**src/rtl/bbd_pkg.sv**
```systemverilog
// Package: shared order codes and widths for the byte bus device controller.
// Assumes an 8-bit bus whose control byte packs the address above a 3-bit order.
package bbd_pkg;
    localparam int ORDER_W = 3;

    // Output orders (direction bit 0 at control phase)
    localparam logic [ORDER_W-1:0] ORD_OUT_FUNC = 3'd0;
    localparam logic [ORDER_W-1:0] ORD_OUT_DATA = 3'd1;

    // Input orders (direction bit 1 at control phase)
    localparam logic [ORDER_W-1:0] ORD_IN_STAT    = 3'd0;
    localparam logic [ORDER_W-1:0] ORD_IN_DATA    = 3'd1;
    localparam logic [ORDER_W-1:0] ORD_IN_RB_DATA = 3'd2;
    localparam logic [ORDER_W-1:0] ORD_IN_RB_FUNC = 3'd3;
endpackage

```
**src/rtl/bbd_select.sv**
```systemverilog
// Module: bbd_select
// Decodes the broadcast control byte, holds the attach state, the latched order
// and the latched direction, and produces one-cycle fire signals for the data
// phase. Assumes the strobes are synchronous one-cycle pulses. A control strobe
// takes precedence over a data strobe in the same cycle.
module bbd_select #(
    parameter int DATA_W  = 8,
    parameter int ORDER_W = 3,
    parameter int ADDR_W  = DATA_W - ORDER_W,
    parameter logic [ADDR_W-1:0] DEV_ADDR = '0
) (
    input  logic               clk,
    input  logic               rst_n,
    input  logic [DATA_W-1:0]  ctrl_byte,
    input  logic               control_strobe,
    input  logic               data_strobe,
    input  logic               dir_in,
    output logic               attached,
    output logic               dir_q,
    output logic [ORDER_W-1:0] order_q,
    output logic               wr_fire,
    output logic               rd_fire
);
    logic attached_q;
    logic fire;

    // Attach on a matching control byte, detach on a foreign one or after the data byte
    always_ff @(posedge clk) begin
        if (!rst_n) begin
            attached_q <= 1'b0;
            dir_q      <= 1'b0;
            order_q    <= '0;
        end else if (control_strobe) begin
            attached_q <= (ctrl_byte[DATA_W-1:ORDER_W] == DEV_ADDR);
            dir_q      <= dir_in;
            order_q    <= ctrl_byte[ORDER_W-1:0];
        end else if (data_strobe && attached_q) begin
            attached_q <= 1'b0;
        end
    end

    // Data phase qualifies only while attached and not overridden by a control byte
    always_comb begin
        fire    = data_strobe && !control_strobe && attached_q;
        wr_fire = fire && !dir_q;
        rd_fire = fire && dir_q;
    end

    assign attached = attached_q;
endmodule

```
**src/rtl/bbd_out_path.sv**
```systemverilog
// Module: bbd_out_path
// Holds the function and data-out registers written by output orders and runs
// the valid/acknowledge handshake on the data-out byte. Undefined output orders
// fall through and change nothing. A new data write overrides a same-cycle ack.
module bbd_out_path #(
    parameter int DATA_W  = 8,
    parameter int ORDER_W = 3
) (
    input  logic               clk,
    input  logic               rst_n,
    input  logic               wr_fire,
    input  logic [ORDER_W-1:0] order,
    input  logic [DATA_W-1:0]  wdata,
    input  logic               out_ack,
    output logic [DATA_W-1:0]  func_q,
    output logic               func_load_q,
    output logic [DATA_W-1:0]  data_q,
    output logic               pend_q
);
    import bbd_pkg::*;

    logic wr_func;
    logic wr_data;

    // Order decode for the two defined output operations
    always_comb begin
        wr_func = wr_fire && (order == ORD_OUT_FUNC);
        wr_data = wr_fire && (order == ORD_OUT_DATA);
    end

    // Function register plus one-cycle load pulse
    always_ff @(posedge clk) begin
        if (!rst_n) begin
            func_q      <= '0;
            func_load_q <= 1'b0;
        end else begin
            func_load_q <= wr_func;
            if (wr_func) func_q <= wdata;
        end
    end

    // Data-out register and its pending flag (held until acknowledged)
    always_ff @(posedge clk) begin
        if (!rst_n) begin
            data_q <= '0;
            pend_q <= 1'b0;
        end else if (wr_data) begin
            data_q <= wdata;
            pend_q <= 1'b1;
        end else if (out_ack) begin
            pend_q <= 1'b0;
        end
    end
endmodule

```
**src/rtl/bbd_in_path.sv**
```systemverilog
// Module: bbd_in_path
// One-byte input buffer filled by the peripheral with a valid/ready handshake
// and emptied by the data-input order. It also registers the peripheral status
// flags and assembles the status byte. When the buffer is empty, a same-cycle
// capture wins over a read.
module bbd_in_path #(
    parameter int DATA_W = 8,
    parameter int FLAG_W = DATA_W - 2
) (
    input  logic              clk,
    input  logic              rst_n,
    input  logic              take,
    input  logic [DATA_W-1:0] in_data,
    input  logic              in_valid,
    input  logic [FLAG_W-1:0] flags_in,
    input  logic              out_pend,
    output logic [DATA_W-1:0] in_q,
    output logic              full_q,
    output logic [DATA_W-1:0] status_byte
);
    logic [FLAG_W-1:0] flags_q;
    logic              capture;

    // Capture only into an empty buffer
    always_comb capture = in_valid && !full_q;

    // Input buffer and its full flag
    always_ff @(posedge clk) begin
        if (!rst_n) begin
            in_q   <= '0;
            full_q <= 1'b0;
        end else begin
            if (take)    full_q <= 1'b0;
            if (capture) begin
                full_q <= 1'b1;
                in_q   <= in_data;
            end
        end
    end

    // Register the peripheral status flags
    always_ff @(posedge clk) begin
        if (!rst_n) flags_q <= '0;
        else        flags_q <= flags_in;
    end

    // Status byte: full in the top bit, pending next, flags below
    always_comb status_byte = {full_q, out_pend, flags_q};
endmodule

```
**src/rtl/byte_bus_dev_ctrl.sv**
```systemverilog
// Module: byte_bus_dev_ctrl (top)
// A peripheral controller on a shared byte bus. A control byte selects the
// device and an order for one transfer, and the controller then moves a single
// data byte and detaches. It drives the bus only during an input data phase.
// Assumes synchronous, one-cycle strobes from the bus master.
module byte_bus_dev_ctrl #(
    parameter int DATA_W      = 8,
    parameter int ORDER_W     = 3,
    parameter int ADDR_W      = DATA_W - ORDER_W,
    parameter int FLAG_W      = DATA_W - 2,
    parameter logic [ADDR_W-1:0] DEV_ADDR = 5'h0A,
    parameter bit READBACK_EN = 1'b1
) (
    input  logic              clk,
    input  logic              rst_n,
    input  logic [DATA_W-1:0] bus_data_in,
    input  logic              control_strobe,
    input  logic              data_strobe,
    input  logic              bus_dir,
    output logic [DATA_W-1:0] bus_data_out,
    output logic              bus_oe,
    output logic              bus_attached,
    output logic [DATA_W-1:0] dev_func_out,
    output logic              dev_func_load,
    output logic [DATA_W-1:0] dev_data_out,
    output logic              dev_out_valid,
    input  logic              dev_out_ack,
    input  logic [FLAG_W-1:0] dev_status_in,
    input  logic [DATA_W-1:0] dev_in_data,
    input  logic              dev_in_valid,
    output logic              dev_in_ready
);
    import bbd_pkg::*;

    logic               dir_q;
    logic [ORDER_W-1:0] ord_q;
    logic               wr_fire;
    logic               rd_fire;
    logic [DATA_W-1:0]  func_q;
    logic [DATA_W-1:0]  data_q;
    logic               pend_q;
    logic [DATA_W-1:0]  in_q;
    logic               full_q;
    logic [DATA_W-1:0]  status_byte;
    logic [DATA_W-1:0]  rb_data;
    logic [DATA_W-1:0]  rb_func;
    logic [DATA_W-1:0]  rd_byte;
    logic               take;

    bbd_select #(.DATA_W(DATA_W), .ORDER_W(ORDER_W), .ADDR_W(ADDR_W), .DEV_ADDR(DEV_ADDR)) sel_i (
        .clk(clk), .rst_n(rst_n), .ctrl_byte(bus_data_in),
        .control_strobe(control_strobe), .data_strobe(data_strobe), .dir_in(bus_dir),
        .attached(bus_attached), .dir_q(dir_q), .order_q(ord_q),
        .wr_fire(wr_fire), .rd_fire(rd_fire)
    );

    bbd_out_path #(.DATA_W(DATA_W), .ORDER_W(ORDER_W)) out_i (
        .clk(clk), .rst_n(rst_n), .wr_fire(wr_fire), .order(ord_q), .wdata(bus_data_in),
        .out_ack(dev_out_ack), .func_q(func_q), .func_load_q(dev_func_load),
        .data_q(data_q), .pend_q(pend_q)
    );

    // Data-input order empties the buffer
    always_comb take = rd_fire && (ord_q == ORD_IN_DATA);

    bbd_in_path #(.DATA_W(DATA_W), .FLAG_W(FLAG_W)) in_i (
        .clk(clk), .rst_n(rst_n), .take(take), .in_data(dev_in_data),
        .in_valid(dev_in_valid), .flags_in(dev_status_in), .out_pend(pend_q),
        .in_q(in_q), .full_q(full_q), .status_byte(status_byte)
    );

    // Optional readback of the output registers
    generate
        if (READBACK_EN) begin : g_rb
            assign rb_data = data_q;
            assign rb_func = func_q;
        end else begin : g_no_rb
            assign rb_data = '0;
            assign rb_func = '0;
        end
    endgenerate

    // Input-phase byte selection; undefined orders read zero
    always_comb begin
        case (ord_q)
            ORD_IN_STAT:    rd_byte = status_byte;
            ORD_IN_DATA:    rd_byte = in_q;
            ORD_IN_RB_DATA: rd_byte = rb_data;
            ORD_IN_RB_FUNC: rd_byte = rb_func;
            default:        rd_byte = '0;
        endcase
    end

    // Bus drive only while attached for an input phase
    always_comb begin
        bus_oe       = bus_attached && dir_q;
        bus_data_out = bus_oe ? rd_byte : '0;
    end

    assign dev_func_out  = func_q;
    assign dev_data_out  = data_q;
    assign dev_out_valid = pend_q;
    assign dev_in_ready  = !full_q;
endmodule

```
**config.mk**
```make
export PLATFORM = sky130hd
export DESIGN_NAME = byte_bus_dev_ctrl
export DESIGN_NICKNAME = d
export VERILOG_FILES = /design/src/rtl/bbd_pkg.sv /design/src/rtl/bbd_select.sv /design/src/rtl/bbd_out_path.sv /design/src/rtl/bbd_in_path.sv /design/src/rtl/byte_bus_dev_ctrl.sv
export SDC_FILE = /design/constraint.sdc
export NUM_CORES = 1
export LEC_CHECK = 0
export BUFFER_PORTS_ARGS = -buffer_cell sky130_fd_sc_hd__buf_4
export CAP_MARGIN = 10
export CORE_UTILIZATION = 45
export DETAILED_ROUTE_END_ITERATION = 16
export PLACE_DENSITY = 0.75
export SYNTH_ARGS = -nofsm -noshare
export SYNTH_HDL_FRONTEND = slang
export SYNTH_HIERARCHICAL = 1
export SYNTH_SLANG_ARGS = --single-unit
```
**constraint.sdc**
```tcl
create_clock -name clk -period 1.2 [get_ports clk]
set_clock_uncertainty 0.05 [all_clocks]
set_input_delay 0.12 -clock clk [delete_from_list [all_inputs] [get_ports clk]]
set_output_delay 0.12 -clock clk [all_outputs]
set_load 0.01 [all_outputs]
```
==> reports/qor.txt <==
Setup TNS = -5.85 ns
Port bufs = 57
Setup-failing EPs final = 28
Main synth FF type = dfxtp_1
DRC = 0
Reg clk slew, reported paths = 0.09 ns
Placed inst area = 2280 um2
Most frequent cells in the layout = buf_4 (64), nand2_1 (41), dfxtp_1 (33)
Vias/cell = 5.01
VDD IR max = 0.902 mV
First-pass GRT wire length = 6960 um
Clock Latency Late Sink = 0.30 ns
TritonCTS Sinks = 38
Aggregate global routing overflow = 0
Antenna diodes = 0
Seq cells post-synth = 38
Placer Congestion = 0.775
Max-Cap Viols = 0
Row count = 22
Crit path max fanout = 5
Yosys cell types = 24
Crit start category = register
CTS tree = yes
Syn nets = 203
DP HPWL = 2890 um
Root Buffer = clkbuf_8
Cell area after layout = 2740 um2
Syn_area_per_cell = 10.0 um2
Violated checks = negative setup slack
Core area = 3690 um2
Worst Path Arrival = 1.38 ns
Final hold vios = 0
Vias in the first global route = 1376
Crit path kind = register to primary output
# IOs = 58
Synth warnings = 6
Synthesized area = 1740 um2
Initial Util = 0.472
RSZ-0062 raised after global routing = yes
Post-synth ARST share = 0
Total CTS buffers = 5
Critical path's largest stage delay = 0.42 ns
Initial antenna violation count = 0
CP endpoint kind = primary output
Pleak = 1.10 nW
Total Power = 2.93 mW
Seq/Total Area, Yosys = 0.437
Crit share post-route = 1.29
Slowest-stage cell, CP = dfxtp_4
Outcome = finished, violations left
Worst Path Required = 1.03 ns
Area Overhead vs Synth = 57.4%
H-tree depth = 2
Crit-path cells = buf_16, mux2i_2, o22ai_4, buf_6
Final setup margin = -0.351 ns
Worst-margin pin slew = 0.264 ns
EDFF count, synth = 0
Fin crit period = 1.55 ns
Average routed wire per standard cell = 15.2 um
ANT nets after route = 0
Via count = 1498
Total Wirelength = 4540 um
Proportion of layout cells with a drive suffix above 1 = 0.470
Slew headroom = 0.824
Largest net degree at the start of global routing = 30
Mapped Cells = 174
Hold Path Class = input port to register
First drt pass iteration count = 4
Final hold slack = 0.0151 ns
Max Fclk = 645 MHz
Gr usage total = 0.230
Initial drt markers = 58
Most common cell after layout, fill and taps aside = buf_4
Max-slew violation count = 0
Max Buffers Root-to-Sink = 2
Die span in y = 64.2 um
Cell Pwr Density = 1070 nW/um2
Die W = 64.2 um
Final nets = 279
Die footprint = 4120 um2
## synth_stat cells (3+ instances only)
master     number  area (um2)
o22ai_1         8        50.1
buf_6           3        33.8
dfxtp_1        38         761
nor2b_1         5        31.3
and2_1          8        50.1
nand2_1        42         158
buf_4           5        37.5
nand4bb_1       3        33.8
mux2i_1        44         440
buf_2           4        20.0
## critical path, delay by kind of cell (launching register included)
kind                   cells  cell delay (ns)
AOI/OAI and AO/OA          1             0.11
muxes                      1             0.28
buffers and inverters      2             0.27
DFF                        1             0.42
## path summary, 6_finish.rpt
kind / startpoint / end / slack, ns / cells after the start
setup reg to reg: sel_i/order_q[1] / out_i/data_q[2] / -0.21 / 4
hold reg to reg: in_i/in_q[7] / in_i/in_q[7] / 0.42 / 2
setup / recovery: sel_i/order_q[1] / bus_data_out[4] / -0.35 / 4
hold / removal: dev_in_valid / in_i/full_q / 0.02 / 2
## what timing repair did
action                                 CTS  global route
gates cloned                             1             0
setup endpoints to repair               28            28
setup buffers                            1             1
hold buffers                             6             0
pin swaps                                6             6
endpoints found under the hold margin    6             0
resized for setup                       27            20
## flip-flops by register name, summed over array words and instances, names as in the netlist
register / count
in_i/in_q: 8
out_i/data_q: 8
out_i/func_q: 8
in_i/flags_q: 6
sel_i/order_q: 3
in_i/full_q: 1
out_i/func_load_q: 1
out_i/pend_q: 1
sel_i/attached: 1
sel_i/dir_q: 1
## per-stage QoR
stage | worst slack, ns | instances | util
6_report | -0.351 | 299 | 0.743
5_1_grt | -0.404 | 299 | 0.743
4_1_cts | -0.334 | 298 | 0.713
3_5_place_dp | -0.209 | 282 | 0.619
3_3_place_gp | -0.0740 | 282 | 0.619
2_1_floorplan | -0.0270 | 174 | -
## kinds of logic after synthesis
group	count (synthesis)	synth area share
compound gates	11	0.0417
flops	38	0.437
buf+inv	15	0.0683
simple gates	66	0.200
mux	44	0.253
## where the power goes
group	switching, mW	internal (mW)	total [mW]	leakage (nW)
registers	0.0406	1.30	1.34	0.313
logic	0.141	0.214	0.355	0.725
clock network	0.491	0.750	1.24	0.0665
## per-layer routing
metal	GRT usage	wire length, um
met1	0.300	2150
met2	0.364	2210
met3	0.0696	157
met4	0.0667	22
met5	0	0
## cell type report
type,count,area (um2)
clock inverters,2,38.8
repair buffers,83,721
inverters,1,3.75
well taps,48,60.1
flip-flops and latches,38,772
fillers,264,950
clock buffers,6,93.8
multi-input cells,121,1050
Power figures use the tool's default switching activity.
